$ cat src/rtl/spec_agu_pkg.sv
package spec_agu_pkg;
    localparam int unsigned AGU_ADDR_W = 32;
    localparam int unsigned AGU_OFS_W  = 5;

    typedef enum logic {
        OUT_COMB = 1'b0,
        OUT_REG  = 1'b1
    } out_mode_e;
endpackage

$ cat src/rtl/spec_agu_lowfield.sv
module spec_agu_lowfield #(
    parameter int unsigned OFS_W = 5
) (
    input  logic [OFS_W-1:0] base_lo,
    input  logic [OFS_W-1:0] imm_lo,
    output logic [OFS_W-1:0] sum_lo,
    output logic             carry_up
);
    logic [OFS_W:0] wide_sum;

    always_comb begin
        wide_sum = {1'b0, base_lo} + {1'b0, imm_lo};
        sum_lo   = wide_sum[OFS_W-1:0];
        carry_up = wide_sum[OFS_W];
    end
endmodule

$ cat src/rtl/spec_agu_upfield.sv
module spec_agu_upfield #(
    parameter int unsigned UP_W = 27
) (
    input  logic [UP_W-1:0] base_up,
    input  logic [UP_W-1:0] imm_up,
    input  logic            carry_in,
    output logic [UP_W-1:0] or_up,
    output logic [UP_W-1:0] sum_up,
    output logic            overlap
);
    logic [UP_W-1:0] both_set;

    for (genvar gi = 0; gi < UP_W; gi++) begin : g_bit
        assign or_up[gi]    = base_up[gi] | imm_up[gi];
        assign both_set[gi] = base_up[gi] & imm_up[gi];
    end

    assign overlap = |both_set;
    assign sum_up  = base_up + imm_up + {{(UP_W-1){1'b0}}, carry_in};
endmodule

$ cat src/rtl/spec_agu_outstage.sv
module spec_agu_outstage #(
    parameter int unsigned            ADDR_W   = 32,
    parameter spec_agu_pkg::out_mode_e OUT_MODE = spec_agu_pkg::OUT_REG
) (
    input  logic              clk,
    input  logic              rst_n,
    input  logic [ADDR_W-1:0] spec_d,
    input  logic [ADDR_W-1:0] sum_d,
    input  logic              ok_d,
    output logic [ADDR_W-1:0] spec_q,
    output logic [ADDR_W-1:0] sum_q,
    output logic              ok_q
);
    if (OUT_MODE == spec_agu_pkg::OUT_REG) begin : g_reg
        always_ff @(posedge clk or negedge rst_n) begin
            if (!rst_n) begin
                spec_q <= '0;
                sum_q  <= '0;
                ok_q   <= 1'b0;
            end else begin
                spec_q <= spec_d;
                sum_q  <= sum_d;
                ok_q   <= ok_d;
            end
        end
    end else begin : g_comb
        always_comb begin
            spec_q = spec_d;
            sum_q  = sum_d;
            ok_q   = ok_d;
        end
    end
endmodule

$ cat src/rtl/spec_agu.sv
module spec_agu #(
    parameter int unsigned             ADDR_W   = spec_agu_pkg::AGU_ADDR_W,
    parameter int unsigned             OFS_W    = spec_agu_pkg::AGU_OFS_W,
    parameter spec_agu_pkg::out_mode_e OUT_MODE = spec_agu_pkg::OUT_REG
) (
    input  logic              clk,
    input  logic              rst_n,
    input  logic [ADDR_W-1:0] base_i,
    input  logic [ADDR_W-1:0] imm_i,
    output logic [ADDR_W-1:0] spec_addr_o,
    output logic [ADDR_W-1:0] true_addr_o,
    output logic              spec_ok_o
);
    localparam int unsigned UP_W = ADDR_W - OFS_W;

    logic [OFS_W-1:0] sum_lo;
    logic             lo_carry;
    logic [UP_W-1:0]  or_up;
    logic [UP_W-1:0]  sum_up;
    logic             up_overlap;
    logic [ADDR_W-1:0] spec_d;
    logic [ADDR_W-1:0] sum_d;
    logic              ok_d;

    spec_agu_lowfield #(.OFS_W(OFS_W)) u_low (
        .base_lo  (base_i[OFS_W-1:0]),
        .imm_lo   (imm_i[OFS_W-1:0]),
        .sum_lo   (sum_lo),
        .carry_up (lo_carry)
    );

    spec_agu_upfield #(.UP_W(UP_W)) u_up (
        .base_up  (base_i[ADDR_W-1:OFS_W]),
        .imm_up   (imm_i[ADDR_W-1:OFS_W]),
        .carry_in (lo_carry),
        .or_up    (or_up),
        .sum_up   (sum_up),
        .overlap  (up_overlap)
    );

    always_comb begin
        spec_d = {or_up, sum_lo};
        sum_d  = {sum_up, sum_lo};
        ok_d   = ~lo_carry & ~up_overlap;
    end

    spec_agu_outstage #(.ADDR_W(ADDR_W), .OUT_MODE(OUT_MODE)) u_out (
        .clk    (clk),
        .rst_n  (rst_n),
        .spec_d (spec_d),
        .sum_d  (sum_d),
        .ok_d   (ok_d),
        .spec_q (spec_addr_o),
        .sum_q  (true_addr_o),
        .ok_q   (spec_ok_o)
    );
endmodule

$ cat config.mk
export PLATFORM = sky130hd
export DESIGN_NAME = spec_agu
export DESIGN_NICKNAME = d
export VERILOG_FILES = /design/src/rtl/spec_agu_pkg.sv /design/src/rtl/spec_agu_lowfield.sv /design/src/rtl/spec_agu_upfield.sv /design/src/rtl/spec_agu_outstage.sv /design/src/rtl/spec_agu.sv
export SDC_FILE = /design/constraint.sdc
export NUM_CORES = 1
export LEC_CHECK = 0
export ABC_AREA = 1
export BUFFER_PORTS_ARGS = -buffer_cell sky130_fd_sc_hd__buf_2
export CAP_MARGIN = 20
export CORE_ASPECT_RATIO = 0.8
export CORE_UTILIZATION = 57
export DETAILED_ROUTE_END_ITERATION = 10
export PLACE_DENSITY = 0.88
export REMOVE_ABC_BUFFERS = 1
export SLEW_MARGIN = 10
export SYNTH_ARGS = -nofsm -noshare
export SYNTH_HDL_FRONTEND = slang
export SYNTH_HIERARCHICAL = 1
export SYNTH_SLANG_ARGS = --single-unit
$ cat constraint.sdc
create_clock -name clk -period 0.8 [get_ports clk]
set_input_delay 0.04 -clock clk [delete_from_list [all_inputs] [get_ports clk]]
set_output_delay 0.04 -clock clk [all_outputs]
set_load 0.01 [all_outputs]
==> flow_summary.json, run 1 <==
{
  "numCtsBuffers": 9,
  "die_x_um": 101.4,
  "syn_area_um2": 4507,
  "netlist.area_leader.share_pct": 36.09,
  "grt_max_degree": 66,
  "ys.flop_type": "dfrtp_1",
  "gp_congestion": 0.9141,
  "async_reset_ff_share_pct": 100.0,
  "syn_area_per_cell_um2": 7.388,
  "haltStage": "global routing",
  "crit_endpoint": "u_out/sum_q[27]$_DFF_PN0_/D",
  "synth_cell_types": 25,
  "seq_area_frac_synth_pct": 36.09,
  "worst-ep-kind": "register data pin",
  "grt_overflow": 361,
  "die_h_um": 81.53,
  "ios": 131,
  "status": "stopped before the end",
  "place_ws_ns": -1.522,
  "ys_seq_elements": 65,
  "htree_num_levels": 3,
  "clockBufferDepth": 2,
  "synth.top_cells.by_area": "dfrtp_1 36%, ha_1 16%, nand2_1 14%",
  "placed_area_um2": 6157,
  "synth_edf_count": 0,
  "synth_cells": 610,
  "ys_warn_count": 6,
  "grtUsageTotal_pct": 87.28,
  "synth.largest_area_cell": "dfrtp_1",
  "synth_common_cells": "173 x nand2_1, 172 x inv_1, 65 x dfrtp_1",
  "cts.sinks": 65,
  "synth.most_common_cell": "nand2_1",
  "num_rows": 28,
  "port-buffer-count": 130,
  "dp.final_hpwl_um": 11910,
  "start_util_pct": 59.83,
  "cts-root-buf": "clkbuf_8",
  "first-error": "[ERROR GRT-0232] Routing congestion too high. Check the congestion heatmap in the GUI."
}
[metal layers]
layer  overflow  track usage (%)
met1          3            79.96
met2        227            111.5
met3          1            63.91
met4        130            110.7
met5          0            19.23
[logic make-up after synthesis]
logic type                 share of synthesized area, %
and+or+nand+nor                                   26.54
buffers and inverters                             14.33
DFF                                               36.09
adders and majority gates                         17.71
AOI/OAI and AO/OA                                 2.415
xor gates and xnor gates                          2.915
[what timing repair did]
action	CTS
hold endpoints to repair	67
gates cloned	0
endpoints found under the setup margin	97
resized for setup	86
pin swaps	35
setup buffers	18
hold buffers	2
[stage by stage]
step | instances | hold WS, ns
global placement | 959 | 0.07593
CTS | 995 | 0.01996
detailed placement | 959 | 0.08824
floorplan | 610 | -0.2556
==> inputs of run 2 (changes only) <==
--- a/config.mk
+++ b/config.mk
@@ -8,10 +8,9 @@
 export ABC_AREA = 1
 export BUFFER_PORTS_ARGS = -buffer_cell sky130_fd_sc_hd__buf_2
 export CAP_MARGIN = 20
-export CORE_ASPECT_RATIO = 0.8
-export CORE_UTILIZATION = 57
+export CORE_UTILIZATION = 40
 export DETAILED_ROUTE_END_ITERATION = 10
-export PLACE_DENSITY = 0.88
+export PLACE_DENSITY_LB_ADDON = 0.15
 export REMOVE_ABC_BUFFERS = 1
 export SLEW_MARGIN = 10
 export SYNTH_ARGS = -nofsm -noshare
==> run 2 against run 1 <==
  * The flow now finishes, with violations (setup timing)
  * Synthesized cell count unchanged
  * Area after synthesis stayed put
==> flow_summary.json, run 2 <==
{
  "status": "finished with violations",
  "violations": "setup timing",
  "die_h_um": 108.1,
  "ys_seq_elements": 65,
  "synth_common_cells": "173 x nand2_1, 172 x inv_1, 65 x dfrtp_1",
  "seq_area_frac_synth_pct": 36.09,
  "async_reset_ff_share_pct": 100.0,
  "antenna_found_initial": 0,
  "hold_viol_final": 0,
  "ir_drop_mv": 0.9370,
  "htree_num_levels": 3,
  "cts.sinks": 65,
  "final_common_cell": "inv_1",
  "synth_cell_types": 25,
  "grt_overflow": 0,
  "fin_nets": 1003,
  "layout_min_cycle_time_ns": 1.654,
  "cap_violations": 0,
  "fin_ws_ns": -0.8537,
  "ys_warn_count": 6,
  "via_per_inst": 4.494,
  "netlist.area_leader.share_pct": 36.09,
  "grt_max_degree": 66,
  "wl_per_cell_um": 13.06,
  "largestRegisters": "u_out/spec_q x32, u_out/sum_q x32, u_out/ok_q x1",
  "worstSetupPathType": "in2reg",
  "syn_area_per_cell_um2": 7.388,
  "worst_slew_pin_slew_ns": 0.3896,
  "slew_violations": 0,
  "drive_above_1_share_pct": 41.36,
  "drc": 0,
  "cts_tree": "yes",
  "vias": 4584,
  "synth.largest_area_cell": "dfrtp_1",
  "die_x_um": 108.1,
  "power.leakage_nw": 4.098,
  "synth_edf_count": 0,
  "fmax_mhz": 604.7,
  "rsz0062_at_grt": "true",
  "startpoint_type": "input pin",
  "fp.dieArea_um2": 11700,
  "critPathRequiredTime_ns": 1.05,
  "firstDrtPassIters": 4,
  "cellPowerDensity_nw_per_um2": 1505,
  "start_util_pct": 41.39,
  "cts-root-buf": "clkbuf_8",
  "numCtsBuffers": 9,
  "grtUsageTotal_pct": 24.14,
  "slew_headroom_pct": 73.93,
  "core_area_um2": 10890,
  "clockBufferDepth": 2,
  "ys.flop_type": "dfrtp_1",
  "num_rows": 38,
  "routed_wl_um": 13320,
  "setup_viol": 93,
  "drt.antenna.violating_nets": 0,
  "min_path_cells": 4,
  "synth.most_common_cell": "nand2_1",
  "crit_arrival_ns": 1.91,
  "synth.top_cells.by_area": "dfrtp_1 36%, ha_1 16%, nand2_1 14%",
  "end_kind": "flip-flop",
  "syn_area_um2": 4507,
  "port-buffer-count": 130,
  "grt_pass1_wl_um": 21110,
  "drt_iter0_drc": 175,
  "ios": 131,
  "synth_cells": 610,
  "dp.final_hpwl_um": 10310,
  "grt_pass1_vias": 4575,
  "setup_tns_ns": -26.82,
  "worstPathMaxFanout": 3,
  "fillers": 940,
  "antenna_cells": 0,
  "finalCritPeriodShare_pct": 206.7,
  "gp_congestion": 0.8609,
  "area_delta_synth_final_pct": 58.63,
  "clk_pin_slew_ns": 0.07,
  "layout_common_cells": "168 x inv_1, 152 x nand2_1, 113 x buf_2",
  "min_path_type": "in2reg",
  "place_ws_ns": -1.558
}
run 2: cell counts after synthesis:
Identical to the previous run, type by type.
run 2: cell families after synthesis:
family	after synthesis	synth area share (%)
AOI/OAI and AO/OA	21	2.415
xor gates and xnor gates	15	2.915
adders and majority gates	62	17.71
buffers and inverters	172	14.33
DFF	65	36.09
and+or+nand+nor	275	26.54
run 2: per-layer routing:
layer,GRT usage [%],vias to the layer above,wire length [µm]
met1,29.06,2110,5751
met3,5.184,16,762
met4,9.295,0,256
li1,-,2328,-
met2,41.86,130,6551
met5,0,-,0
run 2: critical path: stages:
cell	delay, ns
buf_8	0.10
ha_4	0.24
nand2_2	0.06
nand2_2	0.06
nand3_2	0.06
nand2_2	0.06
fa_2	0.35
buf_4	0.14
buf_6	0.12
nand2_2	0.07
nand3_2	0.09
and2_4	0.16
nand3b_1	0.11
nand3_1	0.09
nand2_1	0.09
nand2_2	0.08
run 2: final timing paths:
kind	from	to	slack (ns)
max	imm_i[1]	u_out/sum_q[24]	-0.85
min	imm_i[21]	u_out/spec_q[21]	0.003
min in group asynchronous	rst_n	u_out/spec_q[4]	0.21
max in group asynchronous	rst_n	u_out/sum_q[19]	0.30
run 2: what timing repair did:
item | in CTS | in global routing
pin swaps | 42 | 33
hold buffers | 6 | 1
resized for setup | 105 | 34
endpoints found under the hold margin | 72 | 1
buffers inserted | 6 | 4
setup endpoints to repair | 97 | 95
run 2: layout make-up:
type / count / area [µm²] / area share, %
Clock inverter: 6 / 57.56 / 0.8050
Timing Repair Buffer: 254 / 1755 / 24.55
Sequential cell: 65 / 1627 / 22.75
Multi-Input combinational cell: 373 / 2751 / 38.48
Tap cell: 140 / 175.2 / 2.450
Clock buffer: 10 / 137.6 / 1.925
Inverter: 172 / 645.6 / 9.030
run 2: per-stage QoR:
stage	std cells	hold slack, ns	total power (W)	instance area (µm²)	utilization [%]
2_1_floorplan	610	-0.2556	0.005516	4507	-
3_3_place_gp	989	0.08615	0.007228	6163	56.61
3_5_place_dp	989	0.09335	0.007293	6163	56.61
4_1_cts	1016	-0.008917	0.01060	6944	63.78
5_1_grt	1020	0.006358	0.01140	7149	65.66
6_report	1020	0.003444	0.01076	7149	65.66
run 2: report_power, final:
group          switching (W)  internal (W)  total, W
sequential          0.000150       0.00370   0.00385
combinational        0.00211       0.00189   0.00400
clock                0.00141       0.00150   0.00291
total                0.00367       0.00709    0.0108
(Power assumes the default switching activity.)
==> inputs of run 3 (changes only) <==
--- a/config.mk
+++ b/config.mk
@@ -6,11 +6,11 @@
 export NUM_CORES = 1
 export LEC_CHECK = 0
 export ABC_AREA = 1
-export BUFFER_PORTS_ARGS = -buffer_cell sky130_fd_sc_hd__buf_2
 export CAP_MARGIN = 20
-export CORE_UTILIZATION = 40
+export CORE_UTILIZATION = 60
 export DETAILED_ROUTE_END_ITERATION = 10
-export PLACE_DENSITY_LB_ADDON = 0.15
+export DONT_BUFFER_PORTS = 1
+export PLACE_DENSITY = 0.76
 export REMOVE_ABC_BUFFERS = 1
 export SLEW_MARGIN = 10
 export SYNTH_ARGS = -nofsm -noshare
==> run 3 against run 2 <==
  * Sequential share of layout area is 4.0 points higher
  * Core utilization is 18 points higher
  * Maximum frequency is 0.62% lower
  * Worst hold slack worse by 0.64 ns
  * Non-clock buffer count is 152 lower
  * The flow finishes with violations (hold timing, setup timing)
  * Sequential power is 7.8% higher
  * Critical endpoint is now u_out/sum_q[23]
  * Wire length is 11% higher
  * Critical path type unchanged
==> flow_summary.json, run 3 (synthesized netlist as in run 2, its figures left out) <==
{
  "crit_arrival_ns": 1.90,
  "startpoint_type": "input pin",
  "numCtsBuffers": 9,
  "grt_pass1_vias": 4550,
  "grtUsageTotal_pct": 36.19,
  "firstDrtPassIters": 5,
  "fin_ws_ns": -0.8641,
  "routed_wl_um": 14850,
  "holdWs_ns": -0.6318,
  "place_ws_ns": -1.354,
  "largestRegisters": "u_out/spec_q x32, u_out/sum_q x32, u_out/ok_q x1",
  "setup_viol": 56,
  "dp.final_hpwl_um": 9096,
  "die_h_um": 88.67,
  "hold_viol_final": 68,
  "clockBufferDepth": 2,
  "gp_congestion": 0.9053,
  "postCtsHoldBufs": 29,
  "fin_util_pct": 83.75,
  "drt.antenna.violating_nets": 0,
  "critPathRequiredTime_ns": 1.03,
  "num_rows": 31,
  "cellPowerDensity_nw_per_um2": 1666,
  "drt_iter0_drc": 349,
  "stdcell_area_um2": 6075,
  "end_kind": "flip-flop",
  "layout_common_cells": "169 x inv_1, 153 x nand2_1, 67 x buf_4",
  "total_power_w": 0.01012,
  "violations": "hold timing, setup timing",
  "start_util_pct": 62.14,
  "clk_pin_slew_ns": 0.09,
  "fp.dieArea_um2": 7862,
  "slew_headroom_pct": 72.49,
  "worstSetupPathType": "in2reg",
  "cts-root-buf": "clkbuf_8",
  "drive_above_1_share_pct": 23.08,
  "die_x_um": 88.67,
  "fillers": 434,
  "slew_violations": 0,
  "ir_drop_mv": 0.8988,
  "wl_per_cell_um": 17.94,
  "worstPathMaxFanout": 3,
  "rsz0062_at_grt": "true",
  "antenna_found_initial": 1,
  "power.leakage_nw": 3.450,
  "ios": 131,
  "grt_max_degree": 66,
  "vias": 4433,
  "layout_min_cycle_time_ns": 1.664,
  "worst_slew_pin_slew_ns": 0.4112,
  "placed_area_um2": 5111,
  "port-buffer-count": 0,
  "finalCritPeriodShare_pct": 208.0,
  "min_path_type": "in2async",
  "grt_overflow": 0,
  "core_area_um2": 7253,
  "grt_pass1_wl_um": 21160,
  "htree_num_levels": 3,
  "area_delta_synth_final_pct": 34.79,
  "via_per_inst": 5.354,
  "drc": 0,
  "crit_chain": "ha_4 -> inv_1 -> nand2_2 -> nand3_2 -> nand2_2 -> fa_2 -> inv_2 -> fa_2 -> inv_2 -> buf_4 -> nand3_4 -> nand3_4 -> nand3_4 -> nand2_2 -> nand2_1 -> nand2_1",
  "place_inst": 773,
  "fin_nets": 851,
  "final_common_cell": "inv_1",
  "status": "finished with violations",
  "final-instance-count-excl-fill": 828,
  "cts.sinks": 65,
  "fmax_mhz": 600.9,
  "cts_tree": "yes",
  "cap_violations": 0,
  "critPathSlowestCell": "fa_2",
  "critical-path-max-stage-delay_ns": 0.36
}
[run 3: cell type report]
cell class | instances | area (µm²) | share of cell area, %
Timing Repair Buffer | 102 | 860.8 | 14.17
Multi-Input combinational cell | 373 | 2613 | 43.01
Inverter | 172 | 645.6 | 10.63
Clock inverter | 7 | 78.83 | 1.298
Antenna cell | 1 | 2.502 | 0.04119
Clock buffer | 9 | 123.9 | 2.039
Tap cell | 99 | 123.9 | 2.039
Sequential cell | 65 | 1627 | 26.78
[run 3: worst paths after layout]
check	startpoint	to	slack, ns	cells after the start
worst max-delay path	base_i[2]	u_out/sum_q[23]	-0.86	16
worst min-delay path	rst_n	u_out/sum_q[1]	-0.63	0
max in group asynchronous	rst_n	u_out/sum_q[7]	1.32	0
min in group clk	imm_i[5]	u_out/sum_q[5]	-0.11	1
[run 3: per-stage QoR]
step / hold slack (ns) / TNS [ns]
4_1_cts: -0.6261 / -18.66
3_5_place_dp: -0.2544 / -32.19
6_report: -0.6318 / -17.94
2_1_floorplan: -0.2556 / -26.86
3_3_place_gp: -0.2544 / -30.27
5_1_grt: -0.6496 / -20.74
[run 3: report_power, final]
part	switching, W	total (W)	internal, W
Combinational	0.00169	0.00298	0.00129
Sequential	0.000441	0.00415	0.00371
Clock	0.00153	0.00299	0.00147
Total	0.00365	0.0101	0.00647
[run 3: worst max-delay path: cells and delay by family]
family,cells,cell delay [ns]
adder cells (fa/ha/maj),3,0.79
buffers and inverters,4,0.35
AND/OR/NAND/NOR,9,0.73
[run 3: per-layer routing]
| layer | vias to the layer above | GRT usage, % | wire length [µm] |
|---|---|---|---|
| met5 | - | 0 | 0 |
| li1 | 2025 | - | - |
| met1 | 2041 | 40.63 | 5523 |
| met2 | 291 | 63.43 | 7159 |
| met4 | 0 | 16.86 | 773 |
| met3 | 76 | 10.26 | 1394 |
[run 3: what timing repair did]
action                     in CTS  in global routing
pin swaps                      23                 20
setup endpoints to repair      56                 95
hold endpoints to repair       97                 68
setup buffers                  15                  6
gates resized for setup        61                 27
==> inputs of run 4 (changes only) <==
--- a/config.mk
+++ b/config.mk
@@ -7,10 +7,10 @@
 export LEC_CHECK = 0
 export ABC_AREA = 1
 export CAP_MARGIN = 20
-export CORE_UTILIZATION = 60
+export CORE_UTILIZATION = 39
 export DETAILED_ROUTE_END_ITERATION = 10
 export DONT_BUFFER_PORTS = 1
-export PLACE_DENSITY = 0.76
+export PLACE_DENSITY = 0.55
 export REMOVE_ABC_BUFFERS = 1
 export SLEW_MARGIN = 10
 export SYNTH_ARGS = -nofsm -noshare
==> constraint.sdc (replaced) <==
create_clock -name clk -period 1.4 [get_ports clk]
set_input_delay 0.07 -clock clk [delete_from_list [all_inputs] [get_ports clk]]
set_output_delay 0.07 -clock clk [all_outputs]
set_load 0.01 [all_outputs]
==> run 4 against run 3 <==
  * The run still ends with hold timing, setup timing left
  * Wire length down 20%
  * Core utilization down 29 points
  * Largest cell class unchanged
  * Non-clock buffer count down 19
  * Highest routed layer unchanged
  * Die area up 53%
  * Sequential power down 43%
  * Sequential share of layout area up 0.29 points
  * Clock-buffer cell count up 1
  * Clock power down 22%
==> flow_summary.json, run 4 (synthesized netlist as in run 2, its figures left out) <==
{
  "numCtsBuffers": 9,
  "antenna_cells": 0,
  "startpoint_type": "input pin",
  "hold_viol_final": 65,
  "cts-root-buf": "clkbuf_16",
  "ir_drop_mv": 1.072,
  "drive_above_1_share_pct": 19.18,
  "gp_congestion": 0.8208,
  "start_util_pct": 40.86,
  "dp.final_hpwl_um": 9231,
  "final-instance-count-excl-fill": 849,
  "die_h_um": 109.5,
  "firstDrtPassIters": 4,
  "clockBufferDepth": 2,
  "area_delta_synth_final_pct": 33.34,
  "num_rows": 38,
  "drt_iter0_drc": 117,
  "grtUsageTotal_pct": 20.54,
  "drc": 0,
  "cap_violations": 0,
  "multiInputGateArea_um2": 2545,
  "grt_pass1_vias": 3702,
  "p_seq_share_pct": 38.3,
  "worst_slew_pin_slew_ns": 0.3507,
  "clk_pin_slew_ns": 0.06,
  "status": "finished with violations",
  "drt.antenna.violating_nets": 0,
  "place_ws_ns": -0.7499,
  "worstPathMaxFanout": 4,
  "placed_area_um2": 5050,
  "htree_num_levels": 3,
  "fin_nets": 832,
  "slew_headroom_pct": 76.54,
  "violations": "hold timing, setup timing",
  "fp.dieArea_um2": 11990,
  "switching_share_pct": 31.64,
  "cts_tree": "yes",
  "worstSetupPathType": "in2reg",
  "layout_common_cells": "170 x inv_1, 158 x nand2_1, 65 x dfrtp_1",
  "vias": 3848,
  "stdcell_area_um2": 6010,
  "slew_violations": 0,
  "p_comb_share_pct": 24.0,
  "grt_pass1_wl_um": 18080,
  "fin_ws_ns": -0.1798,
  "port-buffer-count": 0,
  "holdWs_ns": -0.5780,
  "grt_max_degree": 66,
  "critPathRequiredTime_ns": 1.62,
  "die_x_um": 109.5,
  "final_common_cell": "inv_1",
  "crit_arrival_ns": 1.80,
  "cellPowerDensity_nw_per_um2": 1026,
  "fmax_mhz": 633.0,
  "routed_wl_um": 11840,
  "postCtsHoldBufs": 32,
  "wl_per_cell_um": 13.94,
  "place_inst": 799,
  "fillers": 1036,
  "end_kind": "flip-flop",
  "rsz0062_at_grt": "true",
  "layout_min_cycle_time_ns": 1.580,
  "grt_overflow": 0,
  "core_area_um2": 11030,
  "ios": 131,
  "final-seq-area_um2": 1627,
  "power.leakage_nw": 3.387,
  "via_per_inst": 4.532,
  "cts.sinks": 65,
  "netSwitchingPower_w": 0.001951,
  "setup_viol": 17,
  "min_path_type": "in2async",
  "intPower_w": 0.004214,
  "p_clk_share_pct": 37.7,
  "antenna_found_initial": 0,
  "largestRegisters": "u_out/spec_q x32, u_out/sum_q x32, u_out/ok_q x1",
  "finalCritPeriodShare_pct": 112.8
}
-- run 4: worst max-delay path, stage by stage --
cell     delay (ns)
ha_4           0.25
nand2_2        0.04
nand2_2        0.07
nand3_2        0.08
nand2_2        0.08
fa_2           0.20
inv_2          0.04
fa_2           0.34
inv_2          0.08
nand3_2        0.08
nand3_4        0.10
nand2_2        0.08
nand2_4        0.10
a21oi_2        0.06
xor2_1         0.13
-- run 4: power groups by stage --
stage / sequential (W) / clock (W) / combinational [W]
after floorplan: 0.00235 / 0 / 0.000801
after global placement: 0.00240 / 0 / 0.00124
after detailed placement: 0.00240 / 0 / 0.00125
after CTS: 0.00237 / 0.00239 / 0.00143
after global routing: 0.00239 / 0.00247 / 0.00166
final: 0.00236 / 0.00232 / 0.00148
-- run 4: layout make-up --
type / instances / area share [%]
multi-input cells: 373 / 42.35
flip-flops and latches: 65 / 27.07
repair buffers: 83 / 11.83
inverters: 172 / 10.74
clock buffers: 10 / 3.977
well taps: 140 / 2.915
clock inverters: 6 / 1.124
-- run 4: what timing repair did --
action                                  in CTS  in global routing
gates resized for setup                     49                 17
endpoints found under the setup margin      23                 24
setup buffers                                3                  1
hold endpoints to repair                    96                 65
pin swaps                                   27                 20
-- run 4: stage by stage --
step	total power (W)	TNS (ns)	util, %
2_1_floorplan	0.003152	-10.78	-
3_3_place_gp	0.003642	-14.40	45.78
3_5_place_dp	0.003649	-14.88	45.78
4_1_cts	0.006186	-2.348	53.58
5_1_grt	0.006518	-3.402	54.48
6_report	0.006164	-1.883	54.48
-- run 4: final timing paths --
check | from | endpoint | cells past startpoint
max | imm_i[1] | u_out/sum_q[21] | 15
min | rst_n | u_out/sum_q[7] | 0
max in group asynchronous | rst_n | u_out/spec_q[30] | 0
min in group clk | imm_i[6] | u_out/spec_q[6] | 3
-- run 4: layer usage --
metal  GRT usage, %  routed length [µm]  part of all wire, %
met1          26.09                5396                   46
met2          34.41                5539                   47
met3          5.039                 731                  6.2
met4          6.000                 167                  1.4
met5              0                   0                    0
